[src/rtl/retry_pkg.sv]
package retry_pkg;
    typedef enum logic [1:0] {
        ST_IDLE       = 2'd0,
        ST_ACTIVE     = 2'd1,
        ST_BACKGROUND = 2'd2,
        ST_READY      = 2'd3
    } rc_state_t;

    localparam int SIZE_W = 2;
    localparam logic [SIZE_W-1:0] SZ_BYTE = 2'd0;
    localparam logic [SIZE_W-1:0] SZ_HALF = 2'd1;
    localparam logic [SIZE_W-1:0] SZ_WORD = 2'd2;
endpackage

[src/rtl/retry_timer.sv]
module retry_timer #(
    parameter int LIMIT = 10,
    localparam int CW = (LIMIT < 2) ? 1 : $clog2(LIMIT + 1)
) (
    input  logic clk,
    input  logic rst,
    input  logic run,
    input  logic tick,
    output logic expired
);
    logic [CW-1:0] cnt;

    assign expired = run && tick && (cnt == CW'(LIMIT - 1));

    always_ff @(posedge clk) begin
        if (rst || !run) begin
            cnt <= '0;
        end else if (tick) begin
            cnt <= expired ? '0 : cnt + 1'b1;
        end
    end


    cnt_range_chk: assert property (@(posedge clk) disable iff (rst)
        cnt < CW'(LIMIT));


    cnt_clear_chk: assert property (@(posedge clk) disable iff (rst)
        !run |=> (cnt == '0));
endmodule

[src/rtl/cycle_match.sv]
module cycle_match #(
    parameter int AW = 32,
    parameter int SW = 2
) (
    input  logic [AW-1:0] req_addr,
    input  logic [SW-1:0] req_size,
    input  logic          req_write,
    input  logic [AW-1:0] held_addr,
    input  logic [SW-1:0] held_size,
    input  logic          held_write,
    output logic          hit
);
    logic addr_eq, size_eq, dir_eq;

    always_comb begin
        addr_eq = (req_addr == held_addr);
        size_eq = (req_size == held_size);
        dir_eq  = (req_write == held_write);
        hit     = addr_eq && size_eq && dir_eq;
    end
endmodule

[src/rtl/slow_retry_ctrl.sv]
module slow_retry_ctrl
    import retry_pkg::*;
#(
    parameter int AW       = 32,
    parameter int DW       = 32,
    parameter int LIMIT_US = 10
) (
    input  logic              clk,
    input  logic              rst,
    input  logic              host_req,
    input  logic [AW-1:0]     host_addr,
    input  logic [SIZE_W-1:0] host_size,
    input  logic              host_write,
    input  logic [DW-1:0]     host_wdata,
    output logic              host_ack,
    output logic              host_retry,
    output logic [DW-1:0]     host_rdata,
    output logic              card_req,
    output logic [AW-1:0]     card_addr,
    output logic [SIZE_W-1:0] card_size,
    output logic              card_write,
    output logic [DW-1:0]     card_wdata,
    input  logic              card_wait,
    input  logic              card_done,
    input  logic [DW-1:0]     card_rdata,
    input  logic              us_tick
);
    rc_state_t state, nxt_state;

    logic [AW-1:0]     lat_addr;
    logic [SIZE_W-1:0] lat_size;
    logic              lat_write;
    logic [DW-1:0]     lat_wdata;
    logic [DW-1:0]     rdata_buf;

    logic give_ack, give_retry, start_xfer, end_xfer;
    logic expired, hit;

    retry_timer #(.LIMIT(LIMIT_US)) u_timer (
        .clk     (clk),
        .rst     (rst),
        .run     (state == ST_ACTIVE),
        .tick    (us_tick),
        .expired (expired)
    );

    cycle_match #(.AW(AW), .SW(SIZE_W)) u_match (
        .req_addr   (host_addr),
        .req_size   (host_size),
        .req_write  (host_write),
        .held_addr  (lat_addr),
        .held_size  (lat_size),
        .held_write (lat_write),
        .hit        (hit)
    );

    // next state and response decision
    always_comb begin
        nxt_state  = state;
        give_ack   = 1'b0;
        give_retry = 1'b0;
        start_xfer = 1'b0;
        end_xfer   = 1'b0;
        unique case (state)
            ST_IDLE: begin
                if (host_req) begin
                    start_xfer = 1'b1;
                    nxt_state  = ST_ACTIVE;
                end
            end
            ST_ACTIVE: begin
                if (card_done) begin
                    give_ack  = 1'b1;
                    end_xfer  = 1'b1;
                    nxt_state = ST_IDLE;
                end else if (card_wait || expired) begin
                    give_retry = 1'b1;
                    nxt_state  = ST_BACKGROUND;
                end
            end
            ST_BACKGROUND: begin
                if (host_req) begin
                    give_retry = 1'b1;
                end
                if (card_done) begin
                    end_xfer  = 1'b1;
                    nxt_state = ST_READY;
                end
            end
            ST_READY: begin
                if (host_req) begin
                    if (hit) begin
                        give_ack  = 1'b1;
                        nxt_state = ST_IDLE;
                    end else begin
                        give_retry = 1'b1;
                    end
                end
            end
        endcase
    end

    // state register
    always_ff @(posedge clk) begin
        if (rst) begin
            state <= ST_IDLE;
        end else begin
            state <= nxt_state;
        end
    end

    // registered outputs and latched cycle
    always_ff @(posedge clk) begin
        if (rst) begin
            lat_addr   <= '0;
            lat_size   <= '0;
            lat_write  <= 1'b0;
            lat_wdata  <= '0;
            rdata_buf  <= '0;
            card_req   <= 1'b0;
            host_ack   <= 1'b0;
            host_retry <= 1'b0;
            host_rdata <= '0;
        end else begin
            host_ack   <= give_ack;
            host_retry <= give_retry;
            if (give_ack && !lat_write) begin
                host_rdata <= (state == ST_ACTIVE) ? card_rdata : rdata_buf;
            end else begin
                host_rdata <= '0;
            end
            if (start_xfer) begin
                lat_addr  <= host_addr;
                lat_size  <= host_size;
                lat_write <= host_write;
                lat_wdata <= host_wdata;
                card_req  <= 1'b1;
            end
            if (end_xfer) begin
                card_req  <= 1'b0;
                rdata_buf <= card_rdata;
            end
        end
    end

    assign card_addr  = lat_addr;
    assign card_size  = lat_size;
    assign card_write = lat_write;
    assign card_wdata = lat_wdata;


    one_resp_chk: assert property (@(posedge clk) disable iff (rst)
        !(host_ack && host_retry));


    ack_pulse_chk: assert property (@(posedge clk) disable iff (rst)
        host_ack |=> !host_ack);


    card_drop_chk: assert property (@(posedge clk) disable iff (rst)
        (card_req && card_done) |=> !card_req);


    card_hold_chk: assert property (@(posedge clk) disable iff (rst)
        (card_req && !card_done) |=> (card_req && $stable(card_addr) && $stable(card_wdata)));


    card_start_chk: assert property (@(posedge clk) disable iff (rst)
        $rose(card_req) |-> ($past(state) == ST_IDLE && $past(host_req)));


    ack_cause_chk: assert property (@(posedge clk) disable iff (rst)
        host_ack |-> ($past(card_done) || $past(state) == ST_READY));
endmodule

[config.mk]
export PLATFORM = sky130hd
export DESIGN_NAME = slow_retry_ctrl
export DESIGN_NICKNAME = d
export VERILOG_FILES = /design/src/rtl/retry_pkg.sv /design/src/rtl/retry_timer.sv /design/src/rtl/cycle_match.sv /design/src/rtl/slow_retry_ctrl.sv
export SDC_FILE = /design/constraint.sdc
export NUM_CORES = 1
export LEC_CHECK = 0
export BUFFER_PORTS_ARGS = -buffer_cell sky130_fd_sc_hd__buf_2
export CAP_MARGIN = 20
export CORE_ASPECT_RATIO = 1.5
export CORE_MARGIN = 2
export CORE_UTILIZATION = 52
export CTS_BUF_LIST = sky130_fd_sc_hd__clkbuf_16
export DETAILED_ROUTE_END_ITERATION = 10
export GPL_TIMING_DRIVEN = 1
export PLACE_DENSITY = 0.84
export SYNTH_ARGS = -nofsm -noshare
export SYNTH_HDL_FRONTEND = slang
export SYNTH_SLANG_ARGS = --single-unit
[constraint.sdc]
create_clock -name clk -period 5.6 [get_ports clk]
set_input_delay 0.28 -clock clk [delete_from_list [all_inputs] [get_ports clk]]
set_output_delay 0.28 -clock clk [all_outputs]
set_load 0.01 [all_outputs]
Word-level counts from Yosys, hierarchy flattened --
Index checks and enable logic that the tools add are counted.
Storage, ports and cells: bits in registers 140
Operators by class: add/subtract/negate cells 1, equality and inequality tests 12, muxes and demuxes 21, bitwise gates (word level) 1, reductions and logical operators 14
Operator list (count):
- $eq A32 B32 Y1 | 1
- $mux W32 | 1
- $mux W2 | 6
- $mux W1 | 10
- $ne A2 B2 Y1 const B | 4
- $pmux W2 S4 | 1
- $reduce_or A2 Y1 | 3
- $logic_and A1 B1 Y1 | 5
- $reduce_and A5 Y1 | 1
- $add A4 B1 Y4 const B | 1
- $eq A2 B2 Y1 const B | 2
- $eq A4 B4 Y1 const B | 1
- $mux W4 | 1
- $ne A3 B3 Y1 const B | 1
- $pmux W1 S3 | 1
- $eq A2 B1 Y1 const B | 1
- $eq A2 B2 Y1 | 1
- $logic_not A1 Y1 | 2
- $logic_not A2 Y1 | 1
- $logic_or A1 B1 Y1 | 2
- $pmux W1 S2 | 1
- $eq A1 B1 Y1 | 1
- $not A1 Y1 | 1

Logic depth before layout (Yosys ltp) --
Gate-level depths: netlist of the first run.
depth in word-level cells 9, gate-level depth with buffers 9

Cells and area by module --
Synthesis of the first run repeated with hierarchy kept, for this count alone.
Second synthesis, totals: cell total of the unflattened synthesis 640, area total of the unflattened synthesis 5450.2 µm²
By module, submodules not included:
- slow_retry_ctrl | times used 1, cells each 571, area each 4860.9 µm², sequential area each 2722.6 µm²
- cycle_match | times used 1, cells each 47, area each 384.1 µm², sequential area each 0.0 µm²
- retry_timer | times used 1, cells each 22, area each 205.2 µm², sequential area each 80.1 µm²

Worst setup path before layout of the first run --
No wires, ideal clock.
path type register to register, start point reg with a tool-made name, end point reg with a tool-made name, data arrival time 1747 ps, required time 5479 ps, slack 3732 ps, cell stages (with the launch flop) 10, path buffers 1, clock period less this slack 1868 ps, path through dfxtp_1 > inv_1 > ha_1 > buf_2 > inv_1 > nor2_1 > nor2_1 > a31oi_1 > nand3_2 > mux2_4

==> impl_metrics.env, run 1 <==
export IMPL_ant_nets=0
export IMPL_multiInputGateArea_mm2=0.002446
export IMPL_drv_slew=0
export IMPL_nFillCells=809
export IMPL_synth_avg_cell_area_um2=8.411
export IMPL_finalCriticalPeriod_ns=2.325
export IMPL_cts_root_buf="clkbuf_16"
export IMPL_ys_types=29
export IMPL_grt_first_pass_wirelength_mm=20.70
export IMPL_wirelength_mm=13.67
export IMPL_hold_viol_final=0
export IMPL_leakagePower_nw=3.299
export IMPL_nets=947
export IMPL_diodes=0
export IMPL_p_seq_share_pct=40.5
export IMPL_synth_largest_area_cell="dfxtp_1"
export IMPL_cts_max_level=4
export IMPL_synthFlopType="dfxtp_1"
export IMPL_netlist_instances=644
export IMPL_ys_seq_elements=140
export IMPL_clock_latency_ns=0.41
export IMPL_fin_skew_ns=0.008915
export IMPL_syn_cell_area_mm2=0.005416
export IMPL_clk_pin_slew_worst_paths_ns=0.06
export IMPL_ctsResizeCount=0
export IMPL_fin_setup_tns_ns=0
export IMPL_cts_buffer_depth=2
export IMPL_core_mm2=0.01013
export IMPL_syn2layout_area_growth_pct=32.52
export IMPL_cts_buffers=17
export IMPL_grt_overflow=0
export IMPL_io_pins=207
export IMPL_r2r_start="state[0]"
export IMPL_initial_core_util_pct=53.44
export IMPL_wire_per_inst_um=14.16
export IMPL_cp_arrival_ns=2.62
export IMPL_synthMuxAreaShare_pct=6.560
export IMPL_synth_top_family_by_area="simple AND/OR/NAND/NOR gates"
export IMPL_fin_util_pct=70.83
export IMPL_portBuffers=206
export IMPL_reg2reg_depth=7
export IMPL_hpwl_mm=9.199
export IMPL_switching_power_mw=0.7040
export IMPL_vias=4956
export IMPL_pwr_share_clk_pct=44.7
export IMPL_status="complete, no violations"
export IMPL_whs_endpoint="card_wdata[4]"
export IMPL_synth_simple_area_share_pct=20.33
export IMPL_r2r_setup_slack_ns=3.28
export IMPL_p_int_mw=2.018
export IMPL_cts_tree="yes"
export IMPL_hold_depth=3
export IMPL_combPwrFrac_pct=14.8
export IMPL_grtUsageTotal_pct=23.44
export IMPL_hp_class="in -> reg"
export IMPL_post_route_drc_count=0
export IMPL_grt_max_degree=69
export IMPL_endpoint_kind="flop"
export IMPL_synth_compound_area_share_pct=10.49
export IMPL_fp_row_count=45
export IMPL_drive_gt1_share_pct=30.19
export IMPL_dieWidth_um=87.33
export IMPL_grt_pass1_vias=4450
export IMPL_synth_most_common_cell="nand2_1"
export IMPL_grt_antenna_before_repair=0
export IMPL_tightest_slew_ns=0.7020
export IMPL_swShare_pct=25.86
export IMPL_ys_top_cells_by_area="dfxtp_1, nand2_1, a21oi_1"
export IMPL_irDropWorstVdd_uv=258.6
export IMPL_synthXorXnorAreaFrac_pct=5.983
export IMPL_cts_sinks=140
export IMPL_syn_nets=756
export IMPL_placed_cells=931
export IMPL_yosys_warnings=0
export IMPL_crit_fanout=16
export IMPL_criticalPathCategory="reg -> reg"
export IMPL_cp_required_ns=5.90
export IMPL_cellPowerDensity_mw_per_mm2=379.3
export IMPL_dr_pass1_iters=5
export IMPL_synth_yosys_seq_area_share_pct=51.74
export IMPL_rsz0062_at_grt="false"
export IMPL_gp_congestion=0.8232
export IMPL_max_freq_mhz=430.2
export IMPL_setup_viol=0
export IMPL_final_cells=965
export IMPL_yosys_top_cells_count="nand2_1, dfxtp_1, a21oi_1, nor2_1"
export IMPL_hp_start="host_wdata[4]"
export IMPL_cts_hold_buffers=0
export IMPL_synth_top_cell_area_share_pct=51.74
export IMPL_startpoint_type="flop"
export IMPL_min_period_over_period_pct=41.51
export IMPL_synth_async_reset_ratio_pct=0
export IMPL_post_cts_buffers=0
export IMPL_cap_violations=0
export IMPL_viasPerCell=5.136
export IMPL_synth_fa_ha_area_share_pct=1.617
export IMPL_dr_first_iter_drc_count=189
export IMPL_synth_edf_count=0
export IMPL_regArea_mm2=0.002803
export IMPL_relSlewSlack_pct=53.20
export IMPL_die_y_um=129.0
export IMPL_dieArea_mm2=0.01127
-- worst max path at each step --
stage	start	endpoint	cells past startpoint	slack [ns]
6_report	state[0]	flop	7	3.28
5_1_grt	flop	flop	8	3.12
4_1_cts	flop	flop	8	2.82
3_5_place_dp	flop	flop	8	2.84
3_3_place_gp	state[0]	flop	7	2.87
2_1_floorplan	flop	flop	9	3.73
-- metrics by stage --
stage               total power [mW]  hold slack [ns]  setup slack, ns  instance area, um^2
floorplan                      1.373           0.4125            3.732                 5416
global placement               1.509           0.4388            2.870                 6485
detailed placement             1.518           0.4434            2.840                 6485
CTS                            2.736          0.08169            2.816                 7131
global route                   2.836          0.09487            3.123                 7178
finish                         2.722           0.1010            3.275                 7178
-- critical path, stage by stage (launching register included) --
cell and delay [ns]:
dfxtp_1 0.42, ha_2 0.53, inv_1 0.11, nor2_1 0.27, nor2_1 0.10, a31oi_1 0.33
nand3_2 0.13, mux2_4 0.31
-- cell families after synthesis --
family          after synthesis
fa+ha+maj                     7
mux                          35
flops                       140
buf+inv                      46
compound gates              107
simple gates                272
xor+xnor                     37
-- metal layers --
layer / part of all wire [%] / global-route usage (%) / vias to the layer above
met5: 0 / 0 / -
met4: 2.3 / 9.321 / 0
met3: 7.9 / 7.697 / 25
met2: 51 / 40.64 / 192
met1: 39 / 26.16 / 2257
li1: - / - / 2482
-- cell type report --
| type | count | share of cell area (%) |
|---|---|---|
| clock inverter | 15 | 3.068 |
| sequential | 140 | 39.04 |
| clock buffer | 17 | 5.926 |
| multi-input combinational | 458 | 34.08 |
| tap | 117 | 2.039 |
| inverter | 5 | 0.2615 |
| timing repair buffer | 213 | 15.58 |
-- placed cells by master, fill, tap and decap left out, drive strengths merged --
master / instances
a2111oi: 1
a21oi: 101
a311oi: 1
a31oi: 1
a32oi: 1
and2: 2
buf: 213
bufinv: 5
clkbuf: 17
clkinv: 7
clkinvlp: 2
dfxtp: 140
ha: 7
inv: 6
mux2: 1
mux2i: 34
nand2: 202
nand2b: 1
nand3: 2
nand4: 3
nand4b: 1
nor2: 46
nor3: 7
nor4: 8
o2bb2ai: 1
o31ai: 1
xnor2: 3
xor2: 34
-- state kept, by name (all words and copies together) (netlist names), named ones only --
signal and count:
host_ack 1, card_size 2, u_timer.cnt 4, card_addr 32, state 1, card_write 1, card_wdata 32, host_retry 1
host_rdata 32, rdata_buf 32, card_req 1
-- power by group through the flow --
| stage | combinational (mW) | clock, mW | sequential (mW) |
|---|---|---|---|
| 2_1_floorplan | 0.230 | 0 | 1.14 |
| 3_3_place_gp | 0.388 | 0 | 1.12 |
| 3_5_place_dp | 0.394 | 0 | 1.12 |
| 4_1_cts | 0.397 | 1.24 | 1.10 |
| 5_1_grt | 0.445 | 1.28 | 1.11 |
| 6_report | 0.403 | 1.22 | 1.10 |
Note: power is estimated with default switching activity, not from simulation.
==> inputs of run 2 (changes only) <==
- CORE_UTILIZATION: 52 -> 49
- PLACE_DENSITY: 0.84 -> 0.8
- clock period: 5.6 -> 2.3 ns (I/O delays scaled with it)
==> impl_metrics.env, run 2 (synthesized netlist as in run 1, its figures left out) <==
export IMPL_endpoint_kind="flop"
export IMPL_final_cells=1097
export IMPL_placed_cells=966
export IMPL_dr_pass1_iters=5
export IMPL_cts_sinks=140
export IMPL_vias=5673
export IMPL_wire_per_inst_um=15.90
export IMPL_post_cts_buffers=0
export IMPL_finalCriticalPeriod_ns=2.281
export IMPL_dr_first_iter_drc_count=331
export IMPL_cts_buffer_depth=2
export IMPL_status="complete, no violations"
export IMPL_drv_slew=0
export IMPL_cts_root_buf="clkbuf_16"
export IMPL_r2r_start="card_addr[16]"
export IMPL_whs_endpoint="u_timer.cnt[1]"
export IMPL_hp_start="us_tick"
export IMPL_fin_skew_ns=0.01165
export IMPL_pwr_share_clk_pct=44.1
export IMPL_fp_row_count=47
export IMPL_final_common_cell="buf_2"
export IMPL_post_route_drc_count=0
export IMPL_drive_gt1_share_pct=27.26
export IMPL_viasPerCell=5.171
export IMPL_fin_setup_tns_ns=0
export IMPL_core_mm2=0.01088
export IMPL_dieArea_mm2=0.01193
export IMPL_diodes=0
export IMPL_syn2layout_area_growth_pct=52.09
export IMPL_dieWidth_um=89.85
export IMPL_grt_antenna_before_repair=0
export IMPL_p_seq_share_pct=39.0
export IMPL_nets=1049
export IMPL_grt_max_degree=68
export IMPL_io_pins=207
export IMPL_wirelength_mm=17.44
export IMPL_portBuffers=206
export IMPL_nFillCells=727
export IMPL_tightest_slew_ns=0.6144
export IMPL_grtUsageTotal_pct=29.32
export IMPL_rsz0062_at_grt="false"
export IMPL_cts_tree="yes"
export IMPL_placed_cell_area_mm2=0.006585
export IMPL_ant_nets=0
export IMPL_setup_viol=0
export IMPL_initial_core_util_pct=49.79
export IMPL_gp_congestion=0.8589
export IMPL_hp_class="in -> reg"
export IMPL_reg2reg_depth=6
export IMPL_criticalPathCategory="in -> reg"
export IMPL_mostFrequentLayoutCells="buf_2, nand2_1, dfxtp_1, a21oi_1, dlygate4sd3_1"
export IMPL_cp_required_ns=2.59
export IMPL_hold_viol_final=0
export IMPL_p_int_mw=5.049
export IMPL_cp_arrival_ns=2.58
export IMPL_crit_fanout=4
export IMPL_whs_ns=0.03994
export IMPL_clk_pin_slew_worst_paths_ns=0.06
export IMPL_cellPowerDensity_mw_per_mm2=838.8
export IMPL_min_period_over_period_pct=99.17
export IMPL_cts_buffers=17
export IMPL_swShare_pct=26.92
export IMPL_irDropWorstVdd_uv=616.6
export IMPL_r2r_setup_slack_ns=0.03
export IMPL_relSlewSlack_pct=59.04
export IMPL_clock_latency_ns=0.41
export IMPL_switching_power_mw=1.860
export IMPL_cap_violations=0
export IMPL_grt_first_pass_wirelength_mm=28.28
export IMPL_hold_depth=3
export IMPL_leakagePower_nw=3.731
export IMPL_die_y_um=132.8
export IMPL_cts_max_level=4
export IMPL_grt_overflow=0
export IMPL_startpoint_type="input port"
export IMPL_final_area_mm2=0.008238
export IMPL_grt_pass1_vias=5855
export IMPL_max_freq_mhz=438.4
export IMPL_combPwrFrac_pct=16.9
export IMPL_hpwl_mm=9.444
[run 2: how the worst max path moves through the flow]
stage	startpoint	slack [ns]	cells past startpoint	end
2_1_floorplan	flop	0.43	9	flop
3_3_place_gp	card_addr[16]	0.23	6	flop
3_5_place_dp	card_addr[16]	0.23	6	flop
4_1_cts	card_addr[16]	0.21	6	flop
5_1_grt	card_addr[16]	0.03	7	host_rdata[29]
6_report	host_addr[16]	0.02	8	flop
[run 2: area by class of cell]
cell class	count	area (um^2)	area share, %
flip-flops and latches	140	2803	34.02
multi-input cells	458	2446	29.69
repair buffers	315	2125	25.79
clock buffers	17	425.4	5.164
clock inverters	15	236.5	2.871
well taps	147	183.9	2.233
inverters	5	18.77	0.2278
[run 2: per-layer routing]
metal | global-route usage, % | vias to the layer above | share of wire [%]
met1 | 30.24 | 2653 | 37
li1 | - | 2684 | -
met5 | 0 | - | 0
met2 | 53.03 | 270 | 53
met3 | 7.517 | 66 | 6.1
met4 | 17.78 | 0 | 4.5
[run 2: power groups by stage]
stage               registers (mW)  logic (mW)  clock network, mW
floorplan                     2.78       0.561                  0
global placement              2.73       0.977                  0
detailed placement            2.74       0.988                  0
CTS                           2.68        1.13               3.07
global route                  2.71        1.27               3.19
finish                        2.70        1.17               3.05
[run 2: timing repair]
item,in CTS,in global routing
hold endpoints to repair,130,0
hold buffers,99,0
setup endpoints to repair,0,0
resized for setup,0,0
[run 2: critical path, cell delays in order]
cell           delay [ns]
dlygate4sd3_1        0.53
buf_2                0.13
xor2_1               0.16
nor4_1               0.50
nand4_1              0.38
o31ai_4              0.34
nand3_2              0.11
mux2_4               0.30
[run 2: stage by stage]
stage | setup slack [ns] | util (%) | total power, mW
final | 0.01915 | 75.72 | 6.910
after global routing | 0.03164 | 75.72 | 7.170
after CTS | 0.2127 | 75.72 | 6.885
after detailed placement | 0.2310 | 60.53 | 3.724
after global placement | 0.2296 | 60.53 | 3.704
after floorplan | 0.4320 | - | 3.343
